$ cat config.mk
export PLATFORM = sky130hd
export DESIGN_NAME = capture_edge_confirm
export DESIGN_NICKNAME = d
export VERILOG_FILES = /design/src/rtl/cec_pkg.sv /design/src/rtl/cec_pin_sync.sv /design/src/rtl/cec_delay_cfg.sv /design/src/rtl/cec_qualifier.sv /design/src/rtl/capture_edge_confirm.sv
export SDC_FILE = /design/constraint.sdc
export NUM_CORES = 1
export LEC_CHECK = 0
export ABC_AREA = 1
export BUFFER_PORTS_ARGS = -buffer_cell sky130_fd_sc_hd__buf_4
export CELL_PAD_IN_SITES_DETAIL_PLACEMENT = 0
export CELL_PAD_IN_SITES_GLOBAL_PLACEMENT = 1
export CORE_UTILIZATION = 30
export CTS_BUF_LIST = sky130_fd_sc_hd__clkbuf_8
export DETAILED_ROUTE_END_ITERATION = 8
export GPL_TIMING_DRIVEN = 0
export PLACE_DENSITY_LB_ADDON = 0.1
export SLEW_MARGIN = 40
export SYNTH_ARGS = -nofsm -noshare
export SYNTH_HDL_FRONTEND = slang
export SYNTH_SLANG_ARGS = --single-unit
$ cat constraint.sdc
create_clock -name clk -period 1.4 [get_ports clk]
set_clock_uncertainty 0.2 [all_clocks]
set_input_delay 0.21 -clock clk [delete_from_list [all_inputs] [get_ports clk]]
set_output_delay 0.21 -clock clk [all_outputs]
set_load 0.05 [all_outputs]
$ cat src/rtl/cec_pkg.sv
package cec_pkg;

    typedef enum logic [1:0] {
        EDGE_OFF  = 2'b00,
        EDGE_RISE = 2'b01,
        EDGE_FALL = 2'b10,
        EDGE_BOTH = 2'b11
    } edge_mode_e;

    typedef enum logic {
        Q_IDLE  = 1'b0,
        Q_COUNT = 1'b1
    } qual_state_e;

    // Synchronized view of the pin
    typedef struct packed {
        logic level;   // current synchronized level
        logic prior;   // level one cycle earlier
        logic rise;
        logic fall;
    } pin_view_t;

    // Wait length in cycles for a delay select code (0 means bypass)
    function automatic int unsigned delay_len(input logic [1:0] sel,
                                              input int unsigned unit);
        int unsigned len;
        case (sel)
            2'b01:   len = unit;
            2'b10:   len = unit * 2;
            2'b11:   len = unit * 4;
            default: len = 0;
        endcase
        return len;
    endfunction

    function automatic logic edge_enabled(input edge_mode_e mode,
                                          input pin_view_t pv);
        return (pv.rise && mode[0]) || (pv.fall && mode[1]);
    endfunction

endpackage

$ cat src/rtl/cec_pin_sync.sv
module cec_pin_sync
    import cec_pkg::*;
#(
    parameter int unsigned STAGES = 2
) (
    input  logic      clk,
    input  logic      rst,
    input  logic      pin_raw,
    output pin_view_t view
);
    localparam int unsigned CHAIN = STAGES + 1;

    logic [CHAIN-1:0] chain_q;

    always_ff @(posedge clk) begin
        if (rst) begin
            chain_q <= '0;
        end else begin
            chain_q <= {chain_q[CHAIN-2:0], pin_raw};
        end
    end

    always_comb begin
        view.level = chain_q[STAGES-1];
        view.prior = chain_q[STAGES];
        view.rise  = view.level & ~view.prior;
        view.fall  = ~view.level & view.prior;
    end

endmodule

$ cat src/rtl/cec_delay_cfg.sv
module cec_delay_cfg #(
    parameter int unsigned SEL_W = 2
) (
    input  logic             clk,
    input  logic             rst,
    input  logic             wr_en,
    input  logic [SEL_W-1:0] wr_data,
    output logic [SEL_W-1:0] sel
);
    always_ff @(posedge clk) begin
        if (rst) begin
            sel <= '0;
        end else if (wr_en) begin
            sel <= wr_data;
        end
    end

    AST_RD_FOLLOWS_WR: assert property (@(posedge clk) disable iff (rst)
        wr_en |=> (sel == $past(wr_data)));

endmodule

$ cat src/rtl/cec_qualifier.sv
module cec_qualifier
    import cec_pkg::*;
#(
    parameter int unsigned DELAY_UNIT = 256,
    parameter int unsigned MAX_DELAY  = DELAY_UNIT * 4,
    parameter int unsigned CNT_W      = $clog2(MAX_DELAY)
) (
    input  logic       clk,
    input  logic       rst,
    input  logic       event_in,
    input  pin_view_t  view,
    input  logic [1:0] dly_sel,
    input  logic       abort,
    output logic       pulse,
    output logic       busy
);
    qual_state_e      state_q;
    logic [CNT_W-1:0] cnt_q;
    logic             pre_lvl_q;
    logic [CNT_W-1:0] last_idx;
    logic             bypass;

    always_comb begin
        bypass   = (dly_sel == 2'b00);
        last_idx = CNT_W'(delay_len(dly_sel, DELAY_UNIT) - 1);
        busy     = (state_q == Q_COUNT);
    end

    always_ff @(posedge clk) begin
        if (rst) begin
            state_q   <= Q_IDLE;
            cnt_q     <= '0;
            pre_lvl_q <= 1'b0;
            pulse     <= 1'b0;
        end else begin
            pulse <= 1'b0;
            if (abort) begin
                state_q <= Q_IDLE;
                cnt_q   <= '0;
            end else begin
                case (state_q)
                    Q_IDLE: begin
                        if (event_in) begin
                            if (bypass) begin
                                pulse <= 1'b1;
                            end else begin
                                state_q   <= Q_COUNT;
                                cnt_q     <= '0;
                                pre_lvl_q <= view.prior;
                            end
                        end
                    end
                    Q_COUNT: begin
                        if (cnt_q == last_idx) begin
                            pulse   <= (view.level != pre_lvl_q);
                            state_q <= Q_IDLE;
                            cnt_q   <= '0;
                        end else begin
                            cnt_q <= cnt_q + 1'b1;
                        end
                    end
                    default: state_q <= Q_IDLE;
                endcase
            end
        end
    end

    AST_BYPASS_IDLE: assert property (@(posedge clk) disable iff (rst)
        (dly_sel == 2'b00) |-> !busy);
    AST_COUNT_BOUND: assert property (@(posedge clk) disable iff (rst)
        busy |-> (cnt_q <= last_idx));
    AST_CNT_CLEAR: assert property (@(posedge clk) disable iff (rst)
        !busy |-> (cnt_q == '0));
    AST_ABORT_CLEARS: assert property (@(posedge clk) disable iff (rst)
        abort |=> (!busy && !pulse));
    AST_DELAYED_NEEDS_COUNT: assert property (@(posedge clk) disable iff (rst)
        (pulse && ($past(dly_sel) != 2'b00)) |-> $past(busy));

endmodule

$ cat src/rtl/capture_edge_confirm.sv
module capture_edge_confirm
    import cec_pkg::*;
#(
    parameter int unsigned DELAY_UNIT  = 256,
    parameter int unsigned SYNC_STAGES = 2
) (
    input  logic       clk,
    input  logic       rst,
    input  logic       pin_raw,
    input  logic [1:0] edge_sel,
    input  logic       dly_wr_en,
    input  logic [1:0] dly_wr_data,
    output logic [1:0] dly_rd_data,
    output logic       cap_pulse
);
    localparam int unsigned MAX_DELAY = DELAY_UNIT * 4;
    localparam int unsigned CNT_W     = $clog2(MAX_DELAY);

    pin_view_t  view;
    logic [1:0] dly_sel;
    logic       event_in;
    logic       busy;

    cec_pin_sync #(.STAGES(SYNC_STAGES)) u_sync (
        .clk     (clk),
        .rst     (rst),
        .pin_raw (pin_raw),
        .view    (view)
    );

    cec_delay_cfg #(.SEL_W(2)) u_cfg (
        .clk     (clk),
        .rst     (rst),
        .wr_en   (dly_wr_en),
        .wr_data (dly_wr_data),
        .sel     (dly_sel)
    );

    always_comb begin
        event_in = edge_enabled(edge_mode_e'(edge_sel), view);
    end

    cec_qualifier #(
        .DELAY_UNIT (DELAY_UNIT),
        .MAX_DELAY  (MAX_DELAY),
        .CNT_W      (CNT_W)
    ) u_qual (
        .clk      (clk),
        .rst      (rst),
        .event_in (event_in),
        .view     (view),
        .dly_sel  (dly_sel),
        .abort    (dly_wr_en),
        .pulse    (cap_pulse),
        .busy     (busy)
    );

    assign dly_rd_data = dly_sel;

    AST_EDGE_NONE_QUIET: assert property (@(posedge clk) disable iff (rst)
        ((edge_sel == 2'b00) && !busy) |=> !cap_pulse);

endmodule

# --- After elaboration in Yosys (flattened, before gate mapping) ---
# Index checks and enable logic that the tools add are counted.
totals:
  reg_bits: 18
  in_bits: 8
op_classes:
  n_addsub: 2
  eq_ne: 7
  n_mux: 13
  bitwise: 7
  n_reduce_logical: 7
op_table:
  columns: ["cell", "n"]
  rows:
  - ["10-bit two-way mux", 3]
  - ["10-bit case mux with 3 select lines", 1]
  - ["10-bit case mux with 2 select lines", 1]
  - ["10-bit by 1-bit adder with 10-bit output (second input constant)", 1]
  - ["10-bit equality test", 1]
  - ["10-bit by 1-bit subtractor with 10-bit output (second input constant)", 1]
  - ["1-bit two-way mux", 6]
  - ["1-bit inverter", 5]
  - ["2-bit equality test (second input constant)", 2]
  - ["2-bit != test (second input constant)", 2]
  - ["1-bit case mux with 2 select lines", 2]
  - ["4-bit AND reduction", 1]
  - ["1-bit bitwise AND", 2]
  - ["2-bit by 1-bit equality test with 1-bit output (second input constant)", 1]
  - ["1-bit logical AND", 2]
  - ["2-bit logical NOT", 1]
  - ["2-bit AND reduction", 1]
  - ["2-bit OR reduction", 1]
  - ["1-bit logical OR", 1]
  - ["1-bit != test", 1]

# --- Longest topological paths before layout ---
# Gate-level depths: netlist of run 1.
depth:
  word_depth: 6
  depth_mapped: 10
  depth_no_buf: 10

# --- Modules after synthesis ---
# From an unflattened synthesis of run 1, not the netlist that was laid out.
hier_totals:
  cells_unflattened: 148
  area_unflattened_um2: 984.7
by_module_without_submodules:
  columns: ["module", "n_inst", "cells_per_inst", "area_each_um2", "seq_area_each_um2"]
  rows:
  - ["cec_qualifier", 1, 118, 783.3, 260.2]
  - ["cec_pin_sync", 1, 14, 108.9, 60.1]
  - ["cec_delay_cfg", 1, 13, 81.3, 40.0]
  - ["capture_edge_confirm", 1, 3, 11.3, 0.0]

# --- Worst setup path after synthesis of run 1 ---
# No wires, ideal clock.
synth_path:
  path_kind: "register to register"
  start: "reg u_cfg.sel[0]"
  end: "reg u_qual.cnt_q[8]"
  setup_ns: 0.112
  arrival_time_ns: 1.574
  required_time_ns: 1.088
  slack_ns: -0.486
  stages_incl_launch_ff: 11
  path_buffers: 0
  synth_period_minus_slack_ns: 1.886
  path_cell_list: "dfxtp_1 > inv_1 > ha_1 > inv_1 > nand2_1 > nand2_1 > nand2_2 > o21ai_2 > nand2_1 > nand2_1 > nor2_1"
synth_via:
  elab_chain_len: 6
  elab_cells_between_ends: 11
  cone_classes: "add/sub: 1; eq/ne: 5; mux: 3; reduce/logical: 2"
synth_rtl:
  columns: ["element", "line_no", "text"]
  rows:
  - ["start, declared", "cec_delay_cfg.sv:8", "output logic [SEL_W-1:0] sel"]
  - ["start signal, assigned", "cec_delay_cfg.sv:14", "sel <= wr_data;"]
  - ["2-bit equality test / 2-bit by 1-bit equality test with 1-bit output (equally long branches)", "cec_pkg.sv:27", "case (sel)"]
  - ["10-bit case mux with 3 select lines", "cec_pkg.sv:27", null]
  - ["10-bit by 1-bit subtractor with 10-bit output", "cec_qualifier.sv:25", "last_idx = CNT_W'(delay_len(dly_sel, DELAY_UNIT) - 1);"]
  - ["10-bit equality test", "cec_qualifier.sv:54", "if (cnt_q == last_idx) begin"]
  - ["10-bit two-way mux", "cec_qualifier.sv:54", null]
  - ["10-bit case mux with 2 select lines", "cec_qualifier.sv:41", "case (state_q)"]
  - ["end signal, assigned", "cec_qualifier.sv:59", "cnt_q <= cnt_q + 1'b1;"]
  - ["end, declared", "cec_qualifier.sv:18", "logic [CNT_W-1:0] cnt_q;"]
# Parallel ways exist; a longest one is shown, timed or not.
# A chain may end at the register's enable or synchronous reset.

# --- Final worst setup path of run 1 ---
layout_path:
  start: "reg u_cfg.sel[0]"
  end: "reg u_qual.pulse"
layout_via:
  elab_chain_len: 6
  elab_cells_between_ends: 11
  cone_classes: "add/sub: 1; eq/ne: 4; mux: 5; reduce/logical: 1"
layout_rtl:
  columns: ["element", "line_no", "text"]
  rows:
  - ["2-bit equality test / 2-bit by 1-bit equality test with 1-bit output (equally long branches)", "cec_pkg.sv:27", null]
  - ["10-bit case mux with 3 select lines", "cec_pkg.sv:27", null]
  - ["10-bit by 1-bit subtractor with 10-bit output", "cec_qualifier.sv:25", null]
  - ["10-bit equality test", "cec_qualifier.sv:54", null]
  - ["1-bit two-way mux", "cec_qualifier.sv:54", null]
  - ["1-bit case mux with 2 select lines (*)", "cec_qualifier.sv:41", null]
  - ["end signal, assigned", "cec_qualifier.sv:55", "pulse <= (view.level != pre_lvl_q);"]
  - ["end, declared", "cec_qualifier.sv:14", "output logic pulse,"]
# Every way passes the cells marked *; elsewhere a longest branch is shown, timed or not.

==> summary.md, run 1 <==
| Metric | Value |
|---|---|
| Final setup TNS | -1.263 ns |
| Hold path depth | 3 |
| Cell area after layout | between 1000 and 1500 um2 |
| P per Cell Area | roughly 840 nW/um2 |
| Peak supply drop | ~0.47 mV |
| Post-layout minimum cycle time | between 1.5 and 2 ns |
| GRT Util Overall | 0.1364 |
| Initial antenna violation count | 0 |
| Clk slew on worst S/H paths | approximately 0.070 ns |
| Most frequent cells in the layout | nand2_1, inv_1, buf_4, dfxtp_1, nor2_1 |
| Leak | approximately 0.49 nW |
| Clk Latency, worst-skew pair | between 0.2 and 0.3 ns |
| Final net count | 171 |
| Syn_nets | 150 |
| Fin crit share | 1.131 |
| Hold/Removal Path Class | in2reg |
| Rel. slew slack | 0.6496 |
| Layout Cells excl Fill | 203 |
| Initial DRC count | 17 |
| Achievable Freq | 0.6317 GHz |
| Critical path class | reg2reg |
| Initial Utilization | 0.3143 |
| Worst EP required | around 1.4 ns |
| Clk sinks | 18 |
| DP HPWL | around 1500 um |
| Die Area | 3429 um2 |
| RSZ-0062 raised after global routing | yes |
| Largest net degree at the start of global routing | 11 |
| Synth Instances | approximately 140 |
| Flops & latches, synth | 18 |
| Antenna Nets Post-Route | 0 |
| Mapped Area | ~960 um2 |
| CTS tree | built |
| Avg Cell Area, Syn | 6.904 um2 |
| Average routed wire per standard cell | 9.798 um |
| Final hold vios | 0 |
| Htree depth | 1 |
| DRC violations left | 0 |
| Top-Level Pins | 11 |
| Most common cell after layout, fill and taps aside | nand2_1 |
| Total global routing overflow | 0 |
| Sequential area share after synthesis | 0.3755 |
| Cell variety after synth | 22 |
| Clock tree buffer depth | 2 |
| WL final | 1989 um |
| N_diodes | 0 |
| Total core area | ~3000 um2 |
| Max-cap violations | 0 |
| P&R area growth vs syn | 34.81% |
| Placed cell count | 193 |
| Setup violations, final | 10 |
| CTS Buf Count | 3 |
| Root buf cell | clkbuf_8 |
| CP arrival | about 1.5 ns |
| Final core occ | 0.4238 |
| R2R cell count | 10 |
| CP Launch Type | register |
| Vias in the first global route | 836 |
| Dpl cell area | between 1000 and 1500 um2 |
| Routed vias | approximately 900 |
| Routability Congestion | 0.7345 |
| FP Rows | 20 |
| Die Height | roughly 59 um |
| Design Power | 1.089 mW |
| Layout cells sized above 1 | 0.3648 |
| First-pass GRT wire length | around 3600 um |
| Filler Cell Count | 341 |
| Crit. End Element | register |
| Detailed Routing Iterations Pass 1 | 4 |
| Worst hold slack | roughly 0.02 ns |
| Max Slew Vio Count | 0 |
| Max FO, Critical Path | 6 |
| Pre-CTS WS | -0.1988 ns |
| Status | finished, violations left |
| Final setup margin | -0.1830 ns |
| Failing checks | setup timing |
| Vias per cell | around 4.4 |
| Port Buffers | 10 |
| Worst-Margin Slew | between 0.5 and 0.6 ns |
| Die width | around 59 um |
| Total number of yosys warnings | 0 |
## sequential cells by signal, summed over array words and instances, names as in the netlist
register	flops
u_qual.pulse	1
u_sync.chain_q	3
u_qual.pre_lvl_q	1
u_qual.busy	1
u_cfg.sel	2
u_qual.cnt_q	10
## path summary, 6_finish.rpt
path	start	to	slack, ns
min	dly_wr_en	u_qual.pre_lvl_q	0.02
min reg2reg	u_sync.chain_q[0]	u_sync.chain_q[1]	0.20
max	u_cfg.sel[0]	u_qual.pulse	-0.18
max reg2reg	u_cfg.sel[0]	u_qual.pulse	-0.18
## cell usage after synthesis
cell,count,area share
nand3_2,3,0.031
inv_2,3,0.012
nor2_1,12,0.047
inv_1,19,0.074
clkinv_1,1,0.0039
o21bai_1,1,0.0078
o21ai_1,2,0.010
nor3_1,1,0.0052
ha_1,3,0.039
xor2_1,1,0.0091
dfxtp_1,18,0.38
nor2_2,4,0.026
nor2_4,1,0.012
nor3_2,2,0.021
nand3_1,7,0.037
nand2_2,5,0.033
nand2_1,34,0.13
a21oi_2,1,0.0091
a21oi_1,11,0.057
o21ai_2,1,0.0091
nand4_1,1,0.0065
o21ai_0,8,0.042
## logic make-up after synthesis
kind of cell / share of synthesized area
and+or+nand+nor: 0.3507
adders and majority gates: 0.03912
buffers and inverters: 0.08996
DFF: 0.3755
AOI/OAI and AO/OA: 0.1356
xor gates and xnor gates: 0.009128
## per-layer routing
| layer | part of all wire | GRT usage |
|---|---|---|
| met1 | 0.46 | 0.1579 |
| met4 | 0.0096 | 0.03061 |
| met5 | 0 | 0 |
| met3 | 0.032 | 0.03956 |
| met2 | 0.50 | 0.2479 |
## critical path, stage by stage (launching register included)
cell     delay [ns]
dfxtp_4        0.38
inv_4          0.04
ha_4           0.26
inv_2          0.02
nand2_1        0.04
nand2_1        0.06
nand2_2        0.09
nor2_2         0.05
nor2_4         0.16
buf_4          0.14
nor3_2         0.03
## repair_timing
action	CTS	global route
gates resized for setup	5	12
hold buffers	2	0
setup buffers	3	1
endpoints found under the setup margin	10	13
hold endpoints to repair	3	0
pin swaps	8	0
## final cells by class
cell class | instances | area [um2] | share of cell area
Clock buffer | 4 | 55.05 | 0.04255
Inverter | 23 | 91.34 | 0.07060
Multi-Input combinational cell | 98 | 593.1 | 0.4584
Sequential cell | 18 | 374.1 | 0.2892
Tap cell | 44 | 55.05 | 0.04255
Timing Repair Buffer | 16 | 125.1 | 0.09671
## report_power, final
part / switching [mW] / total (mW) / internal, mW
logic: 0.0742 / 0.127 / 0.0523
clock network: 0.186 / 0.436 / 0.250
registers: 0.00849 / 0.526 / 0.518
Power figures use the tool's default switching activity.
==> run 2: changes to the inputs <==
--- a/config.mk
+++ b/config.mk
@@ -12,7 +12,6 @@
 export CORE_UTILIZATION = 30
 export CTS_BUF_LIST = sky130_fd_sc_hd__clkbuf_8
 export DETAILED_ROUTE_END_ITERATION = 8
-export GPL_TIMING_DRIVEN = 0
 export PLACE_DENSITY_LB_ADDON = 0.1
 export SLEW_MARGIN = 40
 export SYNTH_ARGS = -nofsm -noshare
==> constraint.sdc (replaced) <==
create_clock -name clk -period 2.06 [get_ports clk]
set_clock_uncertainty 0.2 [all_clocks]
set_input_delay 0.309 -clock clk [delete_from_list [all_inputs] [get_ports clk]]
set_output_delay 0.309 -clock clk [all_outputs]
set_load 0.05 [all_outputs]
==> run 2 against run 1 <==
The run now ends clean. Clock power shrank 32%. Critical path depth unchanged. Core utilization decreased by 4.9 points. Sequential cell count is the same. Sequential power is 32% lower. Die area unchanged. Final cell count fell by 3.0%. Critical endpoint is now u_qual.cnt_q[8].
==> summary.md, run 2 (synthesized netlist as in run 1, its figures left out) <==
| Metric | Value |
|---|---|
| CTS tree | built |
| Multi-input combinational cell area | 513.0 um2 (-14%) |
| Max FFs per register | 10 (unchanged) |
| Initial antenna violation count | 0 (unchanged) |
| Die width | 58.56 um (unchanged) |
| Initial Utilization | 0.3143 (unchanged) |
| Routability Congestion | 0.6917 (-5.8%) |
| Worst-Margin Slew | 0.5090 ns (-0.01470 ns) |
| Initial DRC count | 15 (-2) |
| N_diodes | 0 (unchanged) |
| Hold/Removal Path Class | in2reg |
| Biggest regs | u_qual.cnt_q x10, u_sync.chain_q x3, u_cfg.sel x2 |
| Reg-to-Reg End | u_qual.cnt_q[8] |
| Min-delay src | rst |
| Vias per cell | 4.472 (+0.76%) |
| WL final | 2039 um (+2.5%) |
| Clk Latency, worst-skew pair | 0.26 ns (about the same) |
| DRC violations left | 0 (unchanged) |
| Setup violations, final | 0 (-10) |
| Max FO, Critical Path | 3 (-3) |
| Hold path depth | 2 (-1) |
| Setup crit start | u_cfg.sel[0] |
| FF+latch area | 360.3 um2 (-3.7%) |
| Top-Level Pins | 11 (unchanged) |
| CTS Buf Count | 3 (unchanged) |
| CP Launch Type | register |
| Total global routing overflow | 0 (unchanged) |
| Max Slew Vio Count | 0 (unchanged) |
| CP arrival | 1.61 ns (+0.08 ns) |
| Rel. slew slack | 0.6594 (+0.009835) |
| Clk sinks | 18 (unchanged) |
| Total core area | 3053 um2 (unchanged) |
| Dpl cell area | 1090 um2 (-3.3%) |
| Critical path class | reg2reg |
| Peak supply drop | 0.2134 mV (-55%) |
| P&R area growth vs syn | 19.30% |
| Most common cell after layout, fill and taps aside | nand2_1 |
| FP Rows | 20 (unchanged) |
| Leak | 0.4542 nW (-8.1%) |
| Reg with most FFs | u_qual.cnt_q |
| DP HPWL | 1569 um (+2.5%) |
| Average routed wire per standard cell | 10.35 um (+5.6%) |
| Htree depth | 1 (unchanged) |
| Max-cap violations | 0 (unchanged) |
| Gates resized, CTS repair | 0 (-5) |
| Cell area after layout | 1145 um2 (-12%) |
| Antenna Nets Post-Route | 0 (unchanged) |
| Final hold vios | 0 (unchanged) |
| Final setup TNS | 0 ns (+1.263 ns) |
| R2R cell count | 10 (unchanged) |
| Vias in the first global route | 847 (+1.3%) |
| CTS Hold Bufs | 0 (-2) |
| Root buf cell | clkbuf_8 |
| R2R Path Start | u_cfg.sel[0] |
| Setup bufs post-CTS | 0 (-3) |
| Crit. End Element | register |
| Detailed Routing Iterations Pass 1 | 4 (unchanged) |
| Status | finished, final reports clean |
| P per Cell Area | 631.7 nW/um2 (-25%) |
| Clk slew on worst S/H paths | 0.07 ns (about the same) |
| Worst R2R Setup Slack | 0.41 ns (+0.60 ns) |
| Filler Cell Count | 354 (+3.8%) |
| Layout cells sized above 1 | 0.2222 (-0.1426) |
| GRT Util Overall | 0.1440 (+0.007600) |
| RSZ-0062 raised after global routing | no |
| First-pass GRT wire length | 3657 um (+1.9%) |
| Post-layout minimum cycle time | 1.647 ns (+0.06367 ns) |
| Worst EP required | 2.02 ns (+0.67 ns) |
| Largest net degree at the start of global routing | 11 (unchanged) |
| Die Area | 3429 um2 (unchanged) |
| Achievable Freq | 0.6073 GHz (-3.9%) |
| Port Buffers | 10 (unchanged) |
| Routed vias | 881 (-2.2%) |
| Clock tree buffer depth | 2 (unchanged) |
| Die Height | 58.56 um (unchanged) |
| Most frequent cells in the layout | nand2_1, inv_1, dfxtp_1, nor2_1, a21oi_1 |
| Hold Crit Endpoint | u_sync.chain_q[0] |
| Fin crit share | 0.7993 (-0.3314) |
| Final net count | 165 (-3.5%) |
==> run 2: cell type report <==
type,count,share of cell area
Multi-Input combinational cell,98,0.4481
Sequential cell,18,0.3148
Inverter,23,0.07541
Timing Repair Buffer,10,0.06557
Clock buffer,4,0.04809
Tap cell,44,0.04809
==> run 2: worst max-delay path by stage <==
stage                            to  slack, ns  depth (start not counted)
floorplan           u_qual.cnt_q[8]       0.17                         10
global placement    u_qual.cnt_q[8]       0.41                         10
detailed placement  u_qual.cnt_q[8]       0.40                         10
CTS                 u_qual.cnt_q[8]       0.39                         10
global route        u_qual.cnt_q[7]       0.23                         10
finish              u_qual.cnt_q[8]       0.41                         10
==> run 2: per-layer routing <==
metal	share of wire	global-route usage	vias to the layer above
li1	-	-	464
met1	0.47	0.1640	399
met2	0.48	0.2529	13
met3	0.032	0.03956	5
met4	0.018	0.06122	0
met5	0	0	-
==> run 2: critical path: stages, from the launching register on <==
cell	delay, ns
dfxtp_1	0.35
inv_1	0.07
ha_1	0.30
inv_1	0.06
nand2_1	0.04
nand2_1	0.07
nand2_2	0.07
o21ai_2	0.18
nand2_1	0.07
nand2_1	0.08
nor2_1	0.05
==> run 2: where the power goes <==
| part | total (mW) | internal [mW] | leakage [nW] | switching, mW |
|---|---|---|---|---|
| combinational | 0.0688 | 0.0253 | 0.279 | 0.0436 |
| sequential | 0.357 | 0.354 | 0.146 | 0.00357 |
| clock | 0.297 | 0.170 | 0.0288 | 0.127 |
==> run 2: metrics by stage <==
step | setup slack, ns | util | total power [mW] | std cells | hold slack (ns)
2_1_floorplan | 0.1738 | - | 0.4093 | 139 | 0.1802
3_3_place_gp | 0.4074 | 0.3570 | 0.4358 | 193 | 0.1909
3_5_place_dp | 0.4047 | 0.3570 | 0.4357 | 193 | 0.2023
4_1_cts | 0.3883 | 0.3750 | 0.7423 | 197 | 0.03129
5_1_grt | 0.2294 | 0.3750 | 0.7585 | 197 | 0.03638
6_report | 0.4133 | 0.3750 | 0.7232 | 197 | 0.03985
==> run 3: changes to the inputs <==
==> constraint.sdc (replaced) <==
create_clock -name clk -period 1.4 [get_ports clk]
set_clock_uncertainty 0.2 [all_clocks]
set_input_delay 0.21 -clock clk [delete_from_list [all_inputs] [get_ports clk]]
set_output_delay 0.21 -clock clk [all_outputs]
set_load 0.05 [all_outputs]
==> run 3 against run 2 <==
The flow now finishes with violations (setup timing). Sequential share of layout area is 3.9 points lower. Combinational power is 110% higher. Design area is 17% higher. Power is 54% higher. Sequential cell count stayed put. Via count is 5.9% higher. Clock-buffer cell count stayed put. Global-route usage is 0.96 points higher. Non-clock buffer count is 14 higher. Hold slack worse by 0.026 ns. Critical path depth stayed put. Clock power is 50% higher. Critical path type unchanged. Highest routed layer unchanged.
==> summary.md, run 3 (synthesized netlist as in run 1, its figures left out) <==
| Metric | Value |
|---|---|
| Status | finished, violations left |
| Failing checks | setup timing |
| Die Area | 3429 um2 (unchanged) |
| Max Slew Vio Count | 0 (unchanged) |
| Clk Latency, worst-skew pair | 0.26 ns (about the same) |
| Final core occ | 0.4373 (+0.06229) |
| DRC violations left | 0 (unchanged) |
| Crit path largest cell delay | 0.38 ns (+0.03 ns) |
| CP arrival | 1.56 ns (-0.05 ns) |
| Routability Congestion | 0.7332 (+6.0%) |
| Vias in the first global route | 922 (+8.9%) |
| Die width | 58.56 um (unchanged) |
| Biggest regs | u_qual.cnt_q x10, u_sync.chain_q x3, u_cfg.sel x2 |
| Most common cell after layout, fill and taps aside | nand2_1 |
| Achievable Freq | 0.6399 GHz (+5.4%) |
| CTS tree | built |
| Clock tree buffer depth | 2 (unchanged) |
| N_diodes | 0 (unchanged) |
| Root buf cell | clkbuf_8 |
| Largest net degree at the start of global routing | 11 (unchanged) |
| Filler Cell Count | 337 (-4.8%) |
| FF+latch area | 367.9 um2 (+2.1%) |
| P per Cell Area | 834.4 nW/um2 (+32%) |
| Final hold vios | 0 (unchanged) |
| Setup violations, final | 10 (+10) |
| Slowest CP cell | dfxtp_4 |
| Total global routing overflow | 0 (unchanged) |
| Most frequent cells in the layout | nand2_1, buf_4, inv_1, dfxtp_1, nor2_1 |
| Worst EP required | 1.39 ns (-0.63 ns) |
| Initial DRC count | 33 (+18) |
| Design Power | 1.114 mW (+54%) |
| Rel. slew slack | 0.8619 (+0.2025) |
| P&R area growth vs syn | 39.11% |
| Initial antenna violation count | 0 (unchanged) |
| Layout cells sized above 1 | 0.3713 (+0.1490) |
| Max FO, Critical Path | 6 (+3) |
| Fin crit share | 1.116 (+0.3170) |
| Final net count | 179 (+8.5%) |
| Max FFs per register | 10 (unchanged) |
| Vias per cell | 4.422 (-1.1%) |
| CTS Buf Count | 3 (unchanged) |
| Crit-path cells | inv_4, ha_4, inv_2, nand2_2, nand2_2, nand2_4, nor2_4, nor2_4, nand2_1, a21oi_2 |
| Critical path class | reg2reg |
| Total core area | 3053 um2 (unchanged) |
| Clk slew on worst S/H paths | 0.08 ns (about the same) |
| Reg with most FFs | u_qual.cnt_q |
| Routed vias | 933 (+5.9%) |
| FP Rows | 20 (unchanged) |
| Peak supply drop | 0.3641 mV (+71%) |
| Port Buffers | 10 (unchanged) |
| Hold/Removal Path Class | in2reg |
| Die Height | 58.56 um (unchanged) |
| Initial Utilization | 0.3143 (unchanged) |
| CP Launch Type | register |
| Max-cap violations | 0 (unchanged) |
| WL final | 2251 um (+10%) |
| Pre-CTS WS | -0.1606 ns (-0.5653 ns) |
| First-pass GRT wire length | 3974 um (+8.7%) |
| Average routed wire per standard cell | 10.67 um (+3.1%) |
| Leak | 0.5348 nW (+18%) |
| Detailed Routing Iterations Pass 1 | 4 (unchanged) |
| Crit. End Element | register |
| Clk sinks | 18 (unchanged) |
| Antenna Nets Post-Route | 0 (unchanged) |
| GRT Util Overall | 0.1537 (+0.009620) |
| Post-layout minimum cycle time | 1.563 ns (-0.08382 ns) |
| Final setup margin | -0.1628 ns (-0.5762 ns) |
| RSZ-0062 raised after global routing | yes |
| Worst-Margin Slew | 0.2050 ns (-0.3040 ns) |
| Htree depth | 1 (unchanged) |
| DP HPWL | 1730 um (+10%) |
| Multi-input combinational cell area | 576.8 um2 (+12%) |
| Top-Level Pins | 11 (unchanged) |
[run 3: area by class of cell]
| type | count | share of cell area |
|---|---|---|
| well taps | 44 | 0.04124 |
| flip-flops and latches | 18 | 0.2755 |
| repair buffers | 24 | 0.1415 |
| inverters | 23 | 0.06842 |
| clock buffers | 4 | 0.04124 |
| multi-input cells | 98 | 0.4321 |
[run 3: repair_timing]
action	4_1_cts	5_1_grt
resized for setup	2	10
hold buffers	2	0
setup buffers	2	0
pin swaps	6	0
setup endpoints to repair	10	13
endpoints found under the hold margin	3	0
[run 3: report_power, final]
group	total, mW	internal [mW]	switching [mW]
combinational	0.142	0.0625	0.0790
sequential	0.527	0.520	0.00780
clock	0.445	0.250	0.195
[run 3: layer usage]
layer	vias to the layer above	global-route usage	share of wire
met5	-	0	0
met4	0	0.05782	0.012
met3	4	0.03297	0.030
li1	497	-	-
met2	16	0.2726	0.49
met1	416	0.1810	0.47
[run 3: final timing paths]
kind / startpoint / endpoint / slack [ns] / depth (start not counted)
setup / recovery: u_cfg.sel[0] / u_qual.cnt_q[3] / -0.16 / 10
hold / removal: dly_wr_en / u_qual.pre_lvl_q / 0.01 / 3
setup reg to reg: u_cfg.sel[0] / u_qual.cnt_q[3] / -0.16 / 10
hold reg to reg: u_sync.chain_q[0] / u_sync.chain_q[1] / 0.20 / 2
[run 3: critical path: cells and delay by family, from the launching register on]
family	cells	cell delay [ns]
flops	1	0.38
simple gates	6	0.45
buf+inv	2	0.07
fa+ha+maj	1	0.26
compound gates	1	0.12
[run 3: per-stage QoR]
step           setup TNS, ns  hold slack, ns  area, um2  cells
2_1_floorplan         -1.290         0.08118      997.2    139
3_3_place_gp          -1.161          0.1899       1202    203
3_5_place_dp          -1.152          0.1956       1202    203
4_1_cts               -1.277         0.01741       1299    211
5_1_grt               -2.385         0.04395       1335    211
6_report              -1.303         0.01400       1335    211
